$ cat config.mk
export PLATFORM = sky130hd
export DESIGN_NAME = wdog_escalator
export DESIGN_NICKNAME = d
export VERILOG_FILES = /design/src/rtl/wdog_pkg.sv /design/src/rtl/wdog_key_check.sv /design/src/rtl/wdog_tick_counter.sv /design/src/rtl/wdog_escalator.sv
export SDC_FILE = /design/constraint.sdc
export NUM_CORES = 1
export LEC_CHECK = 0
export CAP_MARGIN = 20
export CORE_MARGIN = 2
export CORE_UTILIZATION = 55
export CTS_CLUSTER_DIAMETER = 40
export DETAILED_ROUTE_END_ITERATION = 8
export DONT_BUFFER_PORTS = 1
export PLACE_DENSITY_LB_ADDON = 0.15
export SYNTH_ARGS = -nofsm -noshare
export SYNTH_HDL_FRONTEND = slang
export SYNTH_SLANG_ARGS = --single-unit
$ cat constraint.sdc
create_clock -name clk -period 2.55 [get_ports clk]
set_input_delay 0.3825 -clock clk [delete_from_list [all_inputs] [get_ports clk]]
set_output_delay 0.3825 -clock clk [all_outputs]
set_load 0.02 [all_outputs]
$ cat src/rtl/wdog_pkg.sv
package wdog_pkg;

    typedef enum logic [1:0] {
        ESC_RUN   = 2'd0,
        ESC_NMI   = 2'd1,
        ESC_RESET = 2'd2
    } esc_state_t;

    typedef enum logic {
        KEY_IDLE  = 1'b0,
        KEY_ARMED = 1'b1
    } key_state_t;

    localparam int SEL_W     = 2;
    localparam int NUM_SEL   = 1 << SEL_W;
    localparam int SEL_SHIFT = 2;   // each select step multiplies the period by 4

endpackage

$ cat src/rtl/wdog_key_check.sv
module wdog_key_check
    import wdog_pkg::*;
#(
    parameter int              KEY_W      = 8,
    parameter logic [KEY_W-1:0] KEY_FIRST  = 8'h3C,
    parameter logic [KEY_W-1:0] KEY_SECOND = 8'hC3
) (
    input  logic             clk,
    input  logic             rst_n,
    input  logic             wr_en,
    input  logic [KEY_W-1:0] wr_data,
    output logic             clr_o
);

    key_state_t key_q, key_d;
    logic       hit_first, hit_second;

    assign hit_first  = wr_en && (wr_data == KEY_FIRST);
    assign hit_second = wr_en && (wr_data == KEY_SECOND);

    always_ff @(posedge clk or negedge rst_n) begin
        if (!rst_n) key_q <= KEY_IDLE;
        else        key_q <= key_d;
    end

    always_comb begin
        key_d = key_q;
        clr_o = 1'b0;
        unique case (key_q)
            KEY_IDLE: begin
                if (hit_first) key_d = KEY_ARMED;
            end
            KEY_ARMED: begin
                if (hit_second) begin
                    key_d = KEY_IDLE;
                    clr_o = 1'b1;
                end else if (hit_first) begin
                    key_d = KEY_ARMED;
                end else if (wr_en) begin
                    key_d = KEY_IDLE;
                end
            end
            default: key_d = KEY_IDLE;
        endcase
    end

    AST_BAD_WRITE_DISARMS: assert property (@(posedge clk) disable iff (!rst_n)
        (wr_en && !hit_first && !hit_second) |=> (key_q == KEY_IDLE));

    AST_CLEAR_NEEDS_ARM: assert property (@(posedge clk) disable iff (!rst_n)
        clr_o |-> $past(hit_first) || $past(key_q == KEY_ARMED));

endmodule

$ cat src/rtl/wdog_tick_counter.sv
module wdog_tick_counter
    import wdog_pkg::*;
#(
    parameter int BASE_LOG2 = 12
) (
    input  logic             clk,
    input  logic             rst_n,
    input  logic             tick,
    input  logic             clr,
    input  logic [SEL_W-1:0] period_sel,
    output logic             ovf_o
);

    localparam int CNT_W = BASE_LOG2 + SEL_SHIFT * (NUM_SEL - 1);

    logic [CNT_W-1:0] last_tbl [NUM_SEL];
    logic [CNT_W-1:0] last_cnt;
    logic [CNT_W-1:0] cnt_q;
    logic             at_end;

    genvar g;
    generate
        for (g = 0; g < NUM_SEL; g++) begin : g_period
            assign last_tbl[g] = (CNT_W'(1) << (BASE_LOG2 + SEL_SHIFT * g)) - CNT_W'(1);
        end
    endgenerate

    assign last_cnt = last_tbl[period_sel];
    assign at_end   = (cnt_q >= last_cnt);
    assign ovf_o    = tick && at_end;

    always_ff @(posedge clk or negedge rst_n) begin
        if (!rst_n)      cnt_q <= '0;
        else if (clr)    cnt_q <= '0;
        else if (tick)   cnt_q <= at_end ? '0 : cnt_q + CNT_W'(1);
    end

    AST_CLEAR_ZEROES: assert property (@(posedge clk) disable iff (!rst_n)
        clr |=> (cnt_q == '0));

    AST_IDLE_HOLDS: assert property (@(posedge clk) disable iff (!rst_n)
        (!tick && !clr) |=> $stable(cnt_q));

    AST_WRAP_ON_OVF: assert property (@(posedge clk) disable iff (!rst_n)
        ovf_o |=> (cnt_q == '0));

endmodule

$ cat src/rtl/wdog_escalator.sv
module wdog_escalator
    import wdog_pkg::*;
#(
    parameter int               BASE_LOG2  = 12,
    parameter int               KEY_W      = 8,
    parameter logic [KEY_W-1:0] KEY_FIRST  = 8'h3C,
    parameter logic [KEY_W-1:0] KEY_SECOND = 8'hC3
) (
    input  logic             clk,
    input  logic             rst_n,
    input  logic             tick,
    input  logic             wr_en,
    input  logic [KEY_W-1:0] wr_data,
    input  logic [1:0]       period_sel,
    output logic             nmi_o,
    output logic             rst_req_o
);

    logic       clr;
    logic       ovf;
    esc_state_t esc_q, esc_d;

    wdog_key_check #(
        .KEY_W      (KEY_W),
        .KEY_FIRST  (KEY_FIRST),
        .KEY_SECOND (KEY_SECOND)
    ) key_i (
        .clk     (clk),
        .rst_n   (rst_n),
        .wr_en   (wr_en),
        .wr_data (wr_data),
        .clr_o   (clr)
    );

    wdog_tick_counter #(
        .BASE_LOG2 (BASE_LOG2)
    ) cnt_i (
        .clk        (clk),
        .rst_n      (rst_n),
        .tick       (tick),
        .clr        (clr),
        .period_sel (period_sel),
        .ovf_o      (ovf)
    );

    // state register
    always_ff @(posedge clk or negedge rst_n) begin
        if (!rst_n) esc_q <= ESC_RUN;
        else        esc_q <= esc_d;
    end

    // next state: clear outranks overflow; reset state is terminal
    always_comb begin
        esc_d = esc_q;
        unique case (esc_q)
            ESC_RUN: begin
                if (!clr && ovf) esc_d = ESC_NMI;
            end
            ESC_NMI: begin
                if (clr)      esc_d = ESC_RUN;
                else if (ovf) esc_d = ESC_RESET;
            end
            ESC_RESET: esc_d = ESC_RESET;
            default:   esc_d = ESC_RUN;
        endcase
    end

    // outputs
    always_comb begin
        nmi_o     = 1'b0;
        rst_req_o = 1'b0;
        unique case (esc_q)
            ESC_RUN:   ;
            ESC_NMI:   nmi_o = 1'b1;
            ESC_RESET: begin
                nmi_o     = 1'b1;
                rst_req_o = 1'b1;
            end
            default:   ;
        endcase
    end

    AST_RST_STICKY: assert property (@(posedge clk) disable iff (!rst_n)
        rst_req_o |=> (rst_req_o && nmi_o));

    AST_NMI_BEFORE_RST: assert property (@(posedge clk) disable iff (!rst_n)
        $rose(rst_req_o) |-> $past(nmi_o));

    AST_CLEAR_DROPS_NMI: assert property (@(posedge clk) disable iff (!rst_n)
        (clr && !rst_req_o) |=> !nmi_o);

    AST_CLEAR_BEATS_OVF: assert property (@(posedge clk) disable iff (!rst_n)
        (clr && ovf && !rst_req_o) |=> !rst_req_o);

endmodule

Word level (Yosys, flattened, before mapping)
Cells that the tools add are included.
Widths: inputs -> output; s select.
{"block": "totals", "elab_cells": 42, "input_bits": 14, "regBits": 21, "out_inout_bits": 2}
{"block": "op_classes", "muxes": 19, "eq_ne": 6, "order_cmp": 2, "addsub": 1, "n_reduce_logical": 9, "bitwise_logic": 2}
{"operator": "$mux 18", "count": 5}
{"operator": "$bmux 18 s2", "count": 1}
{"operator": "$add 18x1->18 const B", "count": 1}
{"operator": "$ge 18x18->1", "count": 1}
{"operator": "$eq 8x6->1 const B", "count": 1}
{"operator": "$eq 8x8->1 const B", "count": 1}
{"operator": "$mux 1", "count": 8}
{"operator": "$mux 2", "count": 3}
{"operator": "$pmux 2 s3", "count": 1}
{"operator": "$logic_and 1x1->1", "count": 4}
{"operator": "$ge 3x3->1 const B", "count": 1}
{"operator": "$ne 3x3->1 const B", "count": 1}
{"operator": "$not 2->3", "count": 1}
{"operator": "$eq 2x1->1 const B", "count": 1}
{"operator": "$eq 2x2->1 const B", "count": 1}
{"operator": "$logic_not 2->1", "count": 1}
{"operator": "$ne 2x2->1 const B", "count": 1}
{"operator": "$pmux 1 s2", "count": 1}
{"operator": "$reduce_and 2->1", "count": 1}
{"operator": "$reduce_bool 2->1", "count": 1}
{"operator": "$reduce_or 2->1", "count": 1}
{"operator": "$logic_not 1->1", "count": 1}
{"operator": "$not 1->1", "count": 1}

Longest topological paths before layout
Gate-level depths: netlist of run 1.
{"block": "logic_depth", "word_depth": 9, "mapped_depth": 8, "ltp_nobuf": 7}

Cells and area by module
From an unflattened synthesis of run 1, not the netlist that was laid out.
{"block": "unflattened", "cells_unflattened": 177, "area_unflattened_um2": 1541.5}
{"module": "wdog_tick_counter", "area_per_inst_um2": 1271.2, "seq_area_each_um2": 450.4, "instances": 1, "cells_each": 148}
{"module": "wdog_escalator", "area_per_inst_um2": 182.7, "seq_area_each_um2": 50.0, "instances": 1, "cells_each": 20}
{"module": "wdog_key_check", "area_per_inst_um2": 87.6, "seq_area_each_um2": 25.0, "instances": 1, "cells_each": 9}

Worst setup path after synthesis of run 1
OpenSTA, ideal clock, no wires.
{"block": "synth_path", "kind": "input port to flip-flop", "start": "input port period_sel[0]", "end": "register esc_q[0]", "setup_time_ns": 0.125, "required_ns": 2.425, "path_slack_ns": 0.469, "arrival_ns": 1.956, "n_path_buf": 0, "path_stages": 7, "path_cell_list": "nand2_1 -> ha_1 -> a21oi_1 -> o41ai_1 -> a211oi_1 -> o21ai_0 -> mux2_2"}
{"block": "synth_via", "elab_chain_len": 9, "elab_cells_between_ends": 10, "classes_between": "order compare: 1; eq/ne: 2; mux: 3; bitwise: 1; reduce/logical: 3"}
{"element": "start, declared", "line_no": "wdog_escalator.sv:14", "source": "input logic [1:0] period_sel,"}
{"element": "$not 2->3 (not written as such) *", "line_no": "wdog_tick_counter.sv:28", "source": "assign last_cnt = last_tbl[period_sel];"}
{"element": "$bmux 18 s2 *", "line_no": "wdog_tick_counter.sv:28"}
{"element": "$mux 18 (not written as such) * (2 in a row)", "line_no": "wdog_tick_counter.sv:28"}
{"element": "$ge 18x18->1 *", "line_no": "wdog_tick_counter.sv:29", "source": "assign at_end = (cnt_q >= last_cnt);"}
{"element": "$logic_and 1x1->1 *", "line_no": "wdog_tick_counter.sv:30", "source": "assign ovf_o = tick && at_end;"}
{"element": "$logic_and 1x1->1", "line_no": "wdog_escalator.sv:57", "source": "if (!clr && ovf) esc_d = ESC_NMI;"}
{"element": "$ne 2x2->1 (no source line)"}
{"element": "$reduce_and 2->1 (no source line) *"}
{"element": "end signal, assigned", "line_no": "wdog_escalator.sv:49", "source": "else esc_q <= esc_d;"}
{"element": "end, declared", "line_no": "wdog_escalator.sv:21", "source": "esc_state_t esc_q, esc_d;"}
Every way passes the cells marked *; elsewhere a longest branch is shown, timed or not. The select of a mux whose other input is x is not followed.
A chain may end at the register's enable or synchronous reset.

Worst setup path in the final report of run 1
{"block": "layout_path", "start": "register cnt_i.cnt_q[16]", "end": "register esc_q[0]"}
{"block": "layout_via", "elab_chain_len": 5, "elab_cells_between_ends": 6, "classes_between": "order compare: 1; eq/ne: 2; reduce/logical: 3"}
{"element": "start, declared", "line_no": "wdog_tick_counter.sv:18", "source": "logic [CNT_W-1:0] cnt_q;"}
{"element": "start signal, assigned", "line_no": "wdog_tick_counter.sv:35", "source": "else if (tick) cnt_q <= at_end ? '0 : cnt_q + CNT_W'(1);"}
{"element": "$ge 18x18->1 *", "line_no": "wdog_tick_counter.sv:29"}
{"element": "$logic_and 1x1->1 *", "line_no": "wdog_tick_counter.sv:30"}
{"element": "$logic_and 1x1->1", "line_no": "wdog_escalator.sv:57"}
{"element": "$ne 2x2->1 (no source line)"}
{"element": "$reduce_and 2->1 (no source line) *"}
Every way passes the cells marked *; elsewhere a longest branch is shown, timed or not.

==> metrics.cfg, run 1 <==
[route]
wl_mm = 2.76
drc_errors = 0
via_per_inst = 6.28
avgRoutedWirePerCell_um = 14.9
first_pass_iters = 4
first_iter_violations = 34
final_antenna_net_count = 0
vias = 1162

[place]
portBuffers = 0
preCtsSetupSlack_ps = 223
dpl.hpwl_mm = 2.09
placed_cell_area_sq_um = 1400
place_congestion = 0.820

[sta]
max_freq_mhz = 430
tightest_slew_ps = 962
finalHoldViolCount = 0
grt_setup_unrepaired = no
max-slew-margin-rel_pct = 35.7
setup_tns_ps = 0
whs_ps = 149
finalCritPeriodShare_pct = 91.1
final.setup.worst_slack_ps = 226
skew_ps = 3.67
drv_slew = 0
min_period_ps = 2320
setup_viol = 0

[floorplanning]
rows = 17
die-area_sq_um = 2880
initial_core_util_pct = 59.5
io_pins = 16
core_area_sq_um = 2280
fp.dieW_um = 53.6
die_h_um = 53.6

[cts]
clock_tree.root_cell = clkbuf_4
clk_latency_ps = 310
cts-buffers-inserted = 3
htree_levels = 1
tritoncts = built
cts_num_sinks = 21
post-cts-setup-buffer-count = 0
postCtsHoldBufs = 1
path_clk_slew_ps = 120
post_cts_resized = 0
clockBufferDepth = 2

[global_routing]
grt_max_degree = 22
antenna_found_initial = 0
grt_pass1_vias = 1153
track_usage_pct = 22.4
grt.overflow.total = 0
grt_pass1_wl_mm = 4.69

[worst_setup_path]
setup.worst_path.start_class = flop
worst-path-max-fanout = 8
end_kind = flop
crit_type = flop to flop
cp_data_arrival_time_ps = 2540
required_ps = 2760

[yosys]
synthArstFlopShare_pct = 100
ys.flop_type = dfrtp_1
synth_cells = 153
ys_types = 36
syn_nets = 176
synth-edff-count = 0
syn_area_sq_um = 1360
ys_ff_latch = 21
ys_seq_area_share_pct = 38.8
syn_area_per_cell_sq_um = 8.86
ys_warn_count = 0

[layout]
fillCellCount = 193
nets = 181
final_area_sq_um = 1430
areaGrowthSynthToFinish_pct = 5.72
drive_gt1_share_pct = 7.01
antennaDiodeCount = 0

[power_and_ir_drop]
ir_drop_uv = 472
power_per_cell_area_nw_per_um2 = 754
fin_total_pwr_mw = 1.08
leakage_nw = 0.585

[worst_hold_path]
worstHoldPathType = input port to flop

[job]
cap_violations = 0

[outcome]
status = completed

==> metal layers <==
metal	vias to the layer above	share of wire (%)	track usage [%]
li1	567	-	-
met1	562	44	26.1
met2	29	50	42.0
met3	4	4.1	2.50
met4	0	1.0	8.12
met5	-	0	0
==> logic make-up (layout without fill, tap and decap cells) <==
logic type / Yosys count / after routing / synth area share (%)
xor gates and xnor gates: 12 / 12 / 7.76
adders and majority gates: 9 / 9 / 8.31
DFF: 21 / 21 / 38.8
AOI/OAI and AO/OA: 22 / 22 / 11.4
buffers and inverters: 13 / 17 / 3.79
and+or+nand+nor: 75 / 75 / 29.2
muxes: 1 / 1 / 0.831
==> layout by cell type, fill, tap and decap left out, drive strengths merged, types with 4 or more instances in the layout <==
cell type  netlist  routed
nand4            7       7
nand2           16      16
ha               9       9
a21oi            4       4
o21ai            5       5
inv              9       9
nand4b           4       4
xnor2           12      12
nor2            18      18
nand3            5       5
nor3             7       7
nor4             6       6
dfrtp           21      21
==> area by class of cell <==
class	instances	area [sq um]	share of cell area, %
Clock inverter	1	5.00	0.349
Clock buffer	3	22.5	1.57
Timing Repair Buffer	4	32.5	2.27
Tap cell	28	35.0	2.45
Sequential cell	21	526	36.7
Multi-Input combinational cell	119	778	54.3
Inverter	9	33.8	2.36
==> report_power, final <==
group / switching [mW] / leakage, nW / total, mW / internal (mW)
Sequential: 0.0997 / 0.276 / 0.518 / 0.418
Combinational: 0.222 / 0.292 / 0.397 / 0.174
Clock: 0.107 / 0.0177 / 0.166 / 0.0587
==> state kept, by name, summed over array words and instances (netlist names) <==
signal and flops:
esc_q 2, cnt_i.cnt_q 18, key_i.key_q 1
==> synth_stat cells (2+ instances only) <==
master     n  area (sq um)
o21ai_0    5          25.0
nor2_1    18          67.6
nor3b_1    2          15.0
a21oi_1    4          20.0
nor3_1     7          35.0
clkbuf_1   2          7.51
nand3_1    5          25.0
dfrtp_1   21           526
ha_1       9           113
inv_1      9          33.8
buf_2      2          10.0
nor4_1     6          37.5
xnor2_1   12           105
nand4_1    7          43.8
or3_1      2          12.5
nand2_1   16          60.1
o211ai_1   3          22.5
nand4b_1   4          35.0
or4_1      2          15.0
==> worst max-delay path: stages (launching register included) <==
cell and delay [ps]:
dfrtp_1 440, ha_1 330, nand4_1 130, o41ai_1 100, a211oi_1 710, o21ai_0 220, mux2_2 300
==> path summary, 6_finish.rpt <==
kind,start,to,slack (ps),cells past startpoint
worst min register to register,cnt_i.cnt_q[0],cnt_i.cnt_q[0],530,1
worst max register to register,cnt_i.cnt_q[16],esc_q[0],230,6
min in group asynchronous,rst_n,cnt_i.cnt_q[13],660,1
worst max-delay path,cnt_i.cnt_q[16],esc_q[0],230,6
max in group asynchronous,rst_n,cnt_i.cnt_q[1],1320,1
worst min-delay path,tick,cnt_i.cnt_q[1],150,1
==> metrics by stage <==
step           util, %  std cells
2_1_floorplan        -        153
4_1_cts           62.9        185
6_report          62.9        185
3_3_place_gp      61.3        180
5_1_grt           62.9        185
3_5_place_dp      61.3        180
Power figures use the tool's default switching activity.
==> run 2: changes to the inputs <==
--- a/config.mk
+++ b/config.mk
@@ -5,12 +5,13 @@
 export SDC_FILE = /design/constraint.sdc
 export NUM_CORES = 1
 export LEC_CHECK = 0
+export BUFFER_PORTS_ARGS = -buffer_cell sky130_fd_sc_hd__buf_4
 export CAP_MARGIN = 20
 export CORE_MARGIN = 2
 export CORE_UTILIZATION = 55
 export CTS_CLUSTER_DIAMETER = 40
 export DETAILED_ROUTE_END_ITERATION = 8
-export DONT_BUFFER_PORTS = 1
+export MAX_ROUTING_LAYER = met4
 export PLACE_DENSITY_LB_ADDON = 0.15
 export SYNTH_ARGS = -nofsm -noshare
 export SYNTH_HDL_FRONTEND = slang
==> metrics.cfg, run 2 (synthesis results as in run 1) <==
[worst_setup_path]
critPathLaunch = cnt_i.cnt_q[15]
crit_buf_inv = 1  ; +1
cp_data_arrival_time_ps = 2560  ; +20 ps
end_kind = flop
ff2ff_setup_slack_ps = 200  ; -30 ps
setup.worst_path.start_class = flop
path_cells = ha_1 -> nand4_1 -> o41ai_1 -> o21ai_0 -> nand2_1 -> buf_4 -> nor2_1
reg2reg_from = cnt_i.cnt_q[15]
worstSetupEndpoint = cnt_i.cnt_q[5]
required_ps = 2760  ; about the same
reg2reg_depth = 7  ; +1
cp.depth = 7  ; +1
crit_family = compound AO/OA/AOI/OAI gates
worst-path-max-fanout = 9  ; +1
crit_slowest_cell = o41ai_1
crit_type = flop to flop
max_stage_delay_ps = 550  ; -160 ps
rr_endpoint = cnt_i.cnt_q[5]

[cts]
path_clk_slew_ps = 120  ; about the same
tritoncts = built
post-cts-setup-buffer-count = 0  ; unchanged
clockBufferDepth = 2  ; unchanged
cts-buffers-inserted = 3  ; unchanged
cts_num_sinks = 21  ; unchanged
htree_levels = 1  ; unchanged
clock_tree.root_cell = clkbuf_4
clk_latency_ps = 310  ; about the same

[global_routing]
track_usage_pct = 25.3  ; +2.8 points
antenna_found_initial = 0  ; unchanged
grt_pass1_wl_mm = 5.04  ; +7.6%
grt_max_degree = 22  ; unchanged
grt_pass1_vias = 1207  ; +4.7%
grt.overflow.total = 0  ; unchanged

[power_and_ir_drop]
ir_drop_uv = 627  ; +33%
fin_total_pwr_mw = 1.13  ; +4.6%
power_per_cell_area_nw_per_um2 = 730  ; -3.3%
leakage_nw = 0.656  ; +12%

[sta]
drv_slew = 0  ; unchanged
grt_setup_unrepaired = no
setup_tns_ps = 0  ; unchanged
max_freq_mhz = 425  ; -1.2%
whs_ps = 254  ; +104 ps
setup_viol = 0  ; unchanged
skew_ps = 8.07  ; +4.40 ps
finalHoldViolCount = 0  ; unchanged
max-slew-margin-rel_pct = 64.0  ; +28 points
min_period_ps = 2350  ; +28.9 ps
final.setup.worst_slack_ps = 197  ; -28.9 ps
tightest_slew_ps = 533  ; -429 ps
finalCritPeriodShare_pct = 92.3  ; +1.1 points

[layout]
areaGrowthSynthToFinish_pct = 14.3
layout_common_cells = dfrtp_1 (21), nor2_1 (18), buf_4 (18)
antennaDiodeCount = 0  ; unchanged
nets = 196  ; +8.3%
reg_top3 = cnt_i.cnt_q: 18 flops, esc_q: 2 flops, key_i.key_q: 1 flops
drive_gt1_share_pct = 15.1  ; +8.1 points
finalNonFillerCells = 200  ; +8.1%
final_common_cell = dfrtp_1
top_register = cnt_i.cnt_q
final_util_pct = 68.1  ; +5.1 points
largest_reg_flops = 18  ; unchanged
final_area_sq_um = 1550  ; +8.1%

[route]
first_iter_violations = 32  ; -5.9%
wl_mm = 2.99  ; +8.3%
final_antenna_net_count = 0  ; unchanged
avgRoutedWirePerCell_um = 14.9  ; +0.14%
vias = 1210  ; +4.1%
drc_errors = 0  ; unchanged
via_per_inst = 6.05  ; -3.7%
first_pass_iters = 4  ; unchanged

[job]
cap_violations = 0  ; unchanged

[place]
placed_cell_area_sq_um = 1510  ; +8.1%
preCtsSetupSlack_ps = 9.59  ; -214 ps
place_congestion = 0.833  ; +1.6%
dp_cells = 195  ; +8.3%
dpl.hpwl_mm = 2.20  ; +5.5%
portBuffers = 15  ; +15

[worst_hold_path]
worstHoldPathType = input port to flop

[floorplanning]
die_h_um = 53.6  ; unchanged
fp.dieW_um = 53.6  ; unchanged
initial_core_util_pct = 59.5  ; unchanged
rows = 17  ; unchanged
die-area_sq_um = 2880  ; unchanged
io_pins = 16  ; unchanged
core_area_sq_um = 2280  ; unchanged

[outcome]
status = completed

==> run 2: changes by cell type in the layout (fill, tap and decap cells not counted) <==
cell,before,now
clkinv_2,1,0
buf_4,3,18
a211oi_2,1,2
a211oi_1,1,0
clkbuf_1,0,1
==> run 2: report_power, final <==
| part | leakage [nW] | switching (mW) | internal, mW |
|---|---|---|---|
| Sequential | 0.276 | 0.104 | 0.419 |
| Clock | 0.0150 | 0.104 | 0.0611 |
| Combinational | 0.365 | 0.236 | 0.206 |
==> run 2: layout make-up <==
type,count,area (sq um)
inverters,9,33.8
clock buffers,4,26.3
fillers,190,727
repair buffers,19,145
multi-input cells,119,783
well taps,28,35.0
flip-flops and latches,21,526
==> run 2: worst min path at each step <==
stage / startpoint / to / cells after the start
2_1_floorplan: rst_n / cnt_i.cnt_q[0] / 0
5_1_grt: wr_en / key_i.key_q / 2
6_report: wr_en / key_i.key_q / 2
4_1_cts: wr_en / key_i.key_q / 2
3_3_place_gp: rst_n / cnt_i.cnt_q[17] / 1
3_5_place_dp: rst_n / cnt_i.cnt_q[17] / 1
==> run 2: what timing repair did <==
item	CTS	global route
hold buffers	1	0
resized for setup	0	1
endpoints found under the hold margin	21	0
endpoints found under the setup margin	0	1
==> run 2: routing by layer <==
layer,wire [um],vias to the layer above,share of wire (%),GRT usage [%]
li1,-,592,-,-
met4,40,0,1.3,8.12
met3,180,4,6.0,7.22
met1,1300,574,43,26.9
met5,0,-,0,-
met2,1470,40,49,45.1
==> run 2: worst reg2reg max path, stage by stage (launching register included) <==
cell and delay (ps):
dfrtp_1 450, ha_1 320, nand4_1 150, o41ai_1 550
o21ai_0 220, nand2_1 280, buf_4 230, nor2_1 60
